## src/rtl/mdio_pkg.sv

```systemverilog
package mdio_pkg;

  localparam int BUS_W  = 32;
  localparam int PHY_AW = 5;
  localparam int REG_AW = 5;
  localparam int DATA_W = 16;
  localparam int DIV_W  = 2;

  // Decoded command fields as written by software
  typedef struct packed {
    logic              go;
    logic              isWrite;
    logic [PHY_AW-1:0] phyAddr;
    logic [REG_AW-1:0] regAddr;
    logic [DIV_W-1:0]  divSel;
  } cmd_t;

  // Strobes from control to datapath
  typedef struct packed {
    logic              load;
    logic              isWrite;
    logic [PHY_AW-1:0] phyAddr;
    logic [REG_AW-1:0] regAddr;
    logic              shift;
    logic              sample;
    logic              commit;
  } strobe_t;

  function automatic cmd_t wordToCmd(input logic [BUS_W-1:0] w);
    cmd_t c;
    c.go      = w[0];
    c.isWrite = w[1];
    c.regAddr = w[8:4];
    c.phyAddr = w[16:12];
    c.divSel  = w[21:20];
    return c;
  endfunction

  function automatic logic [BUS_W-1:0] cmdToWord(input logic busy, input cmd_t c);
    logic [BUS_W-1:0] w;
    w        = '0;
    w[0]     = busy;
    w[1]     = c.isWrite;
    w[8:4]   = c.regAddr;
    w[16:12] = c.phyAddr;
    w[21:20] = c.divSel;
    return w;
  endfunction

endpackage

```

## src/rtl/mdio_ctrl.sv

```systemverilog
module mdio_ctrl
  import mdio_pkg::*;
#(
  parameter int PRE_LEN   = 32,
  parameter int BASE_HALF = 8
) (
  input  logic             clk,
  input  logic             rstN,
  input  logic             cmdWe,
  input  cmd_t             cmdIn,
  output logic             busy,
  output logic [BUS_W-1:0] cmdWord,
  output logic             mdc,
  output logic             driveEn,
  output strobe_t          st
);

  localparam int FRAME_LEN = PRE_LEN + 32;
  localparam int IDX_W     = $clog2(FRAME_LEN);
  localparam int CNT_W     = $clog2(BASE_HALF * 8 + 1);
  localparam int TA_IDX    = PRE_LEN + 14;
  localparam int DATA_IDX  = PRE_LEN + 16;

  logic             busyQ;
  cmd_t             cmdQ;
  logic [CNT_W-1:0] divCnt;
  logic [CNT_W-1:0] halfLen;
  logic [IDX_W-1:0] bitIdx;
  logic             mdcQ;
  logic             tick;
  logic             riseEv;
  logic             fallEv;
  logic             lastBit;
  logic             startReq;

  assign halfLen  = CNT_W'(BASE_HALF) << cmdQ.divSel;
  assign tick     = busyQ && (divCnt == halfLen - CNT_W'(1));
  assign riseEv   = tick && !mdcQ;
  assign fallEv   = tick && mdcQ;
  assign lastBit  = (bitIdx == IDX_W'(FRAME_LEN - 1));
  assign startReq = cmdWe && !busyQ && cmdIn.go;

  always_ff @(posedge clk) begin
    if (!rstN) begin
      busyQ  <= 1'b0;
      cmdQ   <= '0;
      divCnt <= '0;
      bitIdx <= '0;
      mdcQ   <= 1'b0;
    end else if (cmdWe && !busyQ) begin
      cmdQ   <= cmdIn;
      cmdQ.go <= 1'b0;
      busyQ  <= cmdIn.go;
      divCnt <= '0;
      bitIdx <= '0;
      mdcQ   <= 1'b0;
    end else if (busyQ) begin
      if (tick) begin
        divCnt <= '0;
        mdcQ   <= !mdcQ;
      end else begin
        divCnt <= divCnt + CNT_W'(1);
      end
      if (fallEv) begin
        if (lastBit) busyQ  <= 1'b0;
        else         bitIdx <= bitIdx + IDX_W'(1);
      end
    end
  end

  always_comb begin
    st         = '0;
    st.load    = startReq;
    st.isWrite = cmdIn.isWrite;
    st.phyAddr = cmdIn.phyAddr;
    st.regAddr = cmdIn.regAddr;
    st.shift   = fallEv && !lastBit;
    st.sample  = riseEv && !cmdQ.isWrite && (bitIdx >= IDX_W'(DATA_IDX));
    st.commit  = fallEv && lastBit && !cmdQ.isWrite;
  end

  assign busy    = busyQ;
  assign mdc     = mdcQ;
  assign driveEn = busyQ && (cmdQ.isWrite || (bitIdx < IDX_W'(TA_IDX)));
  assign cmdWord = cmdToWord(busyQ, cmdQ);

  // no MDC activity outside a transaction
  a_r3_mdc_idle_low: assert property (@(posedge clk) disable iff (!rstN)
    !busyQ |-> !mdcQ);

  // the frame position advances only on a falling MDC edge
  a_r9_step_on_fall: assert property (@(posedge clk) disable iff (!rstN)
    (busyQ && $past(busyQ) && $changed(bitIdx)) |-> $fell(mdcQ));

  // busy ends together with a falling MDC edge
  a_r7_busy_ends_on_fall: assert property (@(posedge clk) disable iff (!rstN)
    $fell(busyQ) |-> $fell(mdcQ));

  // command fields are locked while busy
  a_r8_cmd_locked: assert property (@(posedge clk) disable iff (!rstN)
    (busyQ && cmdWe) |=> ($stable(cmdQ) && busyQ == $past(busyQ && !(fallEv && lastBit))));

endmodule

```

## src/rtl/mdio_datapath.sv

```systemverilog
module mdio_datapath
  import mdio_pkg::*;
#(
  parameter int PRE_LEN = 32
) (
  input  logic              clk,
  input  logic              rstN,
  input  logic              busy,
  input  strobe_t           st,
  input  logic              dataWe,
  input  logic [DATA_W-1:0] dataWdata,
  input  logic              mdioIn,
  output logic              mdioOut,
  output logic [DATA_W-1:0] dataWord
);

  localparam int FRAME_LEN = PRE_LEN + 32;

  logic [FRAME_LEN-1:0] frameQ;
  logic [DATA_W-1:0]    dataQ;
  logic [DATA_W-1:0]    captQ;
  logic [FRAME_LEN-1:0] frameNew;

  always_comb begin
    frameNew = {{PRE_LEN{1'b1}}, 2'b01,
                (st.isWrite ? 2'b01 : 2'b10),
                st.phyAddr, st.regAddr,
                (st.isWrite ? 2'b10 : 2'b11),
                (st.isWrite ? dataQ : {DATA_W{1'b1}})};
  end

  always_ff @(posedge clk) begin
    if (!rstN) begin
      frameQ <= '1;
      dataQ  <= '0;
      captQ  <= '0;
    end else begin
      if (st.load)
        frameQ <= frameNew;
      else if (st.shift)
        frameQ <= {frameQ[FRAME_LEN-2:0], 1'b1};
      if (st.sample)
        captQ <= {captQ[DATA_W-2:0], mdioIn};
      if (st.commit)
        dataQ <= captQ;
      else if (dataWe && !busy)
        dataQ <= dataWdata;
    end
  end

  assign mdioOut  = frameQ[FRAME_LEN-1];
  assign dataWord = dataQ;

  // each frame opens with a preamble one
  a_r9_start_preamble: assert property (@(posedge clk) disable iff (!rstN)
    $rose(busy) |-> mdioOut);

  // data is only sampled inside a transaction
  a_r6_sample_in_frame: assert property (@(posedge clk) disable iff (!rstN)
    (st.sample || st.shift || st.commit) |-> busy);

  // software cannot disturb the data register mid-transaction
  a_r8_data_hold: assert property (@(posedge clk) disable iff (!rstN)
    (busy && dataWe && !st.commit) |=> $stable(dataQ));

endmodule

```

## src/rtl/mdio_master.sv

```systemverilog
module mdio_master
  import mdio_pkg::*;
#(
  parameter int PRE_LEN   = 32,
  parameter int BASE_HALF = 8
) (
  input  logic        clk,
  input  logic        rstN,
  input  logic        regWe,
  input  logic        regSel,
  input  logic [31:0] regWdata,
  output logic [31:0] regRdata,
  output logic        mdc,
  output logic        mdioOut,
  output logic        mdioOe,
  input  logic        mdioIn
);

  logic              busy;
  logic [BUS_W-1:0]  cmdWord;
  logic [DATA_W-1:0] dataWord;
  logic              driveEn;
  strobe_t           st;
  cmd_t              cmdIn;
  wire               unusedWbits = ^{regWdata[31:22], regWdata[19:17],
                                     regWdata[11:9], regWdata[3:2]};

  assign cmdIn = wordToCmd(regWdata);

  mdio_ctrl #(.PRE_LEN(PRE_LEN), .BASE_HALF(BASE_HALF)) u_ctrl (
    .clk     (clk),
    .rstN    (rstN),
    .cmdWe   (regWe && !regSel),
    .cmdIn   (cmdIn),
    .busy    (busy),
    .cmdWord (cmdWord),
    .mdc     (mdc),
    .driveEn (driveEn),
    .st      (st)
  );

  mdio_datapath #(.PRE_LEN(PRE_LEN)) u_dp (
    .clk       (clk),
    .rstN      (rstN),
    .busy      (busy),
    .st        (st),
    .dataWe    (regWe && regSel),
    .dataWdata (regWdata[DATA_W-1:0]),
    .mdioIn    (mdioIn),
    .mdioOut   (mdioOut),
    .dataWord  (dataWord)
  );

  assign mdioOe   = driveEn;
  assign regRdata = regSel ? {{(BUS_W-DATA_W){1'b0}}, dataWord} : cmdWord;

  // the line is never driven outside a transaction
  a_r5_release_idle: assert property (@(posedge clk) disable iff (!rstN)
    !busy |-> !mdioOe);

endmodule

```

## config.mk

```make
export PLATFORM = sky130hd
export DESIGN_NAME = mdio_master
export DESIGN_NICKNAME = d
export VERILOG_FILES = /design/src/rtl/mdio_pkg.sv /design/src/rtl/mdio_ctrl.sv /design/src/rtl/mdio_datapath.sv /design/src/rtl/mdio_master.sv
export SDC_FILE = /design/constraint.sdc
export NUM_CORES = 1
export LEC_CHECK = 0
export CELL_PAD_IN_SITES_DETAIL_PLACEMENT = 0
export CELL_PAD_IN_SITES_GLOBAL_PLACEMENT = 1
export CORE_MARGIN = 2
export CORE_UTILIZATION = 38
export DETAILED_ROUTE_END_ITERATION = 12
export PLACE_DENSITY_LB_ADDON = 0.1
export SYNTH_ARGS = -nofsm -noshare
export SYNTH_HDL_FRONTEND = slang
export SYNTH_SLANG_ARGS = --single-unit
```

## constraint.sdc

```tcl
create_clock -name clk -period 1.9 [get_ports clk]
set_input_delay 0.38 -clock clk [delete_from_list [all_inputs] [get_ports clk]]
set_output_delay 0.38 -clock clk [all_outputs]
set_load 0.01 [all_outputs]
```

==> impl_metrics.ini <==
[final_layout]
drive_gt1_share_pct = 23.69
regArea_mm2 = 0.002492
num_antenna_cells = 0
multi_input_area_mm2 = 0.002965
areaGrowthSynthToFinish_pct = 33.70
final_area_mm2 = 0.007386
final_common_cell = dfxtp_1
mostFrequentLayoutCells = dfxtp_1 (118), nand2_1 (91), a21oi_1 (56), buf_4 (45), mux2i_1 (33)
fillers = 1338
fin_nets = 714

[drt]
drtIter0Drc = 232
highest_layer = met4
wl_met2_mm = 7.009
wl_per_cell_um = 16.78
num_vias = 4689
detail-route-antenna-nets = 0
routed-wl-met3_um = 368
vias_per_cell = 5.377
drc = 0
m1WireLength_mm = 7.165
first_pass_iters = 4
routed_wirelength_mm = 14.63

[synthesis]
async_flop_share_pct = 0
synth_warnings = 0
synth_top_area_share_pct = 44.94
yosysTopAreaCell = dfxtp_1
synth_seq_cells = 124
netlist_area_mm2 = 0.005524
synthTopCellsByArea = dfxtp_1 (45%), nand2_1 (6.2%), mux2i_1 (6.0%)
netlist_instances = 601
synth.avg_cell_area_um2 = 9.191
synth_ff_type = dfxtp_1
synth_edf_count = 0
ys_types = 55
seq_area_frac_synth_pct = 44.94

[run_status]
status = finished, final reports clean

[sta]
clock_skew_ns = 0.01069
timing.hold.ws_ns = 0.2531
max_clock_freq_ghz = 0.5344
setup_viol = 0
hold_viol = 0
maxSlewViolCount = 0
timing.final.crit_period_ns = 1.871
rsz0062_at_grt = true
finalWorstSetupSlack_ns = 0.02871
timing.final.crit_share_pct = 98.49

[critical_path]
crit_required_ns = 2.19
crit_fanout = 29
reg2reg_depth = 5
cpPeakStageDelay_ns = 0.54
crit_type = reg -> reg
crit_chain = or4_4 -> o211a_4 -> buf_12 -> nor4_1 -> o21ai_1
crit_slowest_cell = or4_4
crit_cells = 5
critPathTopFamily = simple AND/OR/NAND/NOR gates
cp_data_arrival_time_ns = 2.16
path_buf_inv = 1
startpoint_type = flip-flop
end_kind = flip-flop

[clock_network]
insertion_delay_ns = 0.41
root_buffer = clkbuf_16
clkSinkCount = 124
cts_buffer_depth = 2
cts_tree = yes
ctsHoldBuffers = 0
cts_max_level = 4
path_clk_slew_ns = 0.06
cts_buffers = 17

[placement]
post-place-ws_ns = -0.5723
dp_hpwl_mm = 9.369
port-buffer-count = 45
placed_cell_area_mm2 = 0.006427
routabilityCongestion = 0.7609

[die]
core.rowCount = 44
io_pins = 72
die_height_um = 124.6
start_util_pct = 38.44
dieWidth_um = 124.6
die-area_mm2 = 0.01552
core-area_mm2 = 0.01437

[global_route]
grt_max_degree = 43
grt_pass1_wl_mm = 23.44
antenna_found_initial = 0
grt_overflow_total = 0
track_usage_pct = 18.71
grt_pass1_vias = 4563

[power]
vdd_ir_drop_max_uv = 709.5
leakagePower_nw = 2.976
p_per_area_mw_per_mm2 = 906.4

[hold_path]
holdPathStages = 2
hp-class = in -> reg

[flow_run]
maxCapViolCount = 0
[area by class of cell]
cell class | instances | share of cell area (%)
clock buffers | 20 | 6.183
clock inverters | 12 | 2.287
inverters | 4 | 0.2033
multi-input cells | 422 | 40.15
flip-flops and latches | 124 | 33.75
well taps | 184 | 3.117
repair buffers | 106 | 14.31
[Yosys cell counts, drive strengths merged, types with 2 or more instances]
cell	n
dfxtp	124
nand2	91
a21oi	57
o21ai	41
nor4	36
buf	33
clkbuf	33
mux2i	33
mux2	27
a221o	25
a21o	15
nor2	11
and2	6
xor2	6
nand3	5
nor2b	4
inv	3
nand2b	3
nand4b	3
o211ai	3
o31ai	3
o41ai	3
or4	3
a211o	2
a211oi	2
and3	2
and4	2
ha	2
nand4	2
nand4bb	2
nor3	2
nor3b	2
o31a	2
[registers in the layout, summed over array words and instances, names as in the netlist]
register,cells
u_dp.frameQ,64
u_dp.captQ,16
u_dp.dataWord,16
u_ctrl.cmdWord,13
u_ctrl.divCnt,7
u_ctrl.bitIdx,6
u_ctrl.busy,1
u_ctrl.mdc,1
[worst paths after layout]
path / start / end / slack (ns)
worst max-delay path: u_ctrl.cmdWord[20] / u_dp.frameQ[51] / 0.03
worst min register to register: u_ctrl.cmdWord[13] / u_ctrl.cmdWord[13] / 0.45
worst min-delay path: rstN / u_dp.frameQ[28] / 0.25
worst max register to register: u_ctrl.cmdWord[20] / u_dp.frameQ[51] / 0.03
[per-stage QoR]
stage / std cells / TNS (ns) / total power, mW / utilization (%)
6_report: 872 / 0 / 6.694 / 51.40
5_1_grt: 872 / -0.7110 / 6.952 / 51.40
4_1_cts: 862 / -0.1757 / 6.719 / 49.28
3_5_place_dp: 828 / -37.19 / 3.295 / 44.73
3_3_place_gp: 828 / -32.38 / 3.289 / 44.73
2_1_floorplan: 613 / -0.4704 / 3.073 / -
[cells by family after synthesis]
group	synth area share, %
AO/OA/AOI/OAI	18.69
XOR/XNOR	1.110
adder cells (fa/ha/maj)	0.4529
buffers and inverters	6.682
flip-flops	44.94
multiplexers	11.48
other	0.06789
AND/OR/NAND/NOR	16.58
[repair_timing]
item / in CTS / in global routing
cloned: 0 / 3
setup buffers: 2 / 7
resized for setup: 31 / 43
pin swaps: 0 / 6
endpoints found under the setup margin: 84 / 95
[routing by layer]
layer,GRT usage (%),vias up
li1,-,2329
met1,25.65,2287
met2,29.03,65
met3,4.467,8
met4,6.147,0
met5,0,-
[power by group]
group          internal [mW]  total, mW  leakage, nW  switching, mW
Clock                   2.25       3.42        0.306           1.16
Combinational          0.267      0.562         1.66          0.295
Sequential              2.67       2.72         1.01         0.0484
Total                   5.19       6.69         2.98           1.51
(Power assumes the default switching activity.)
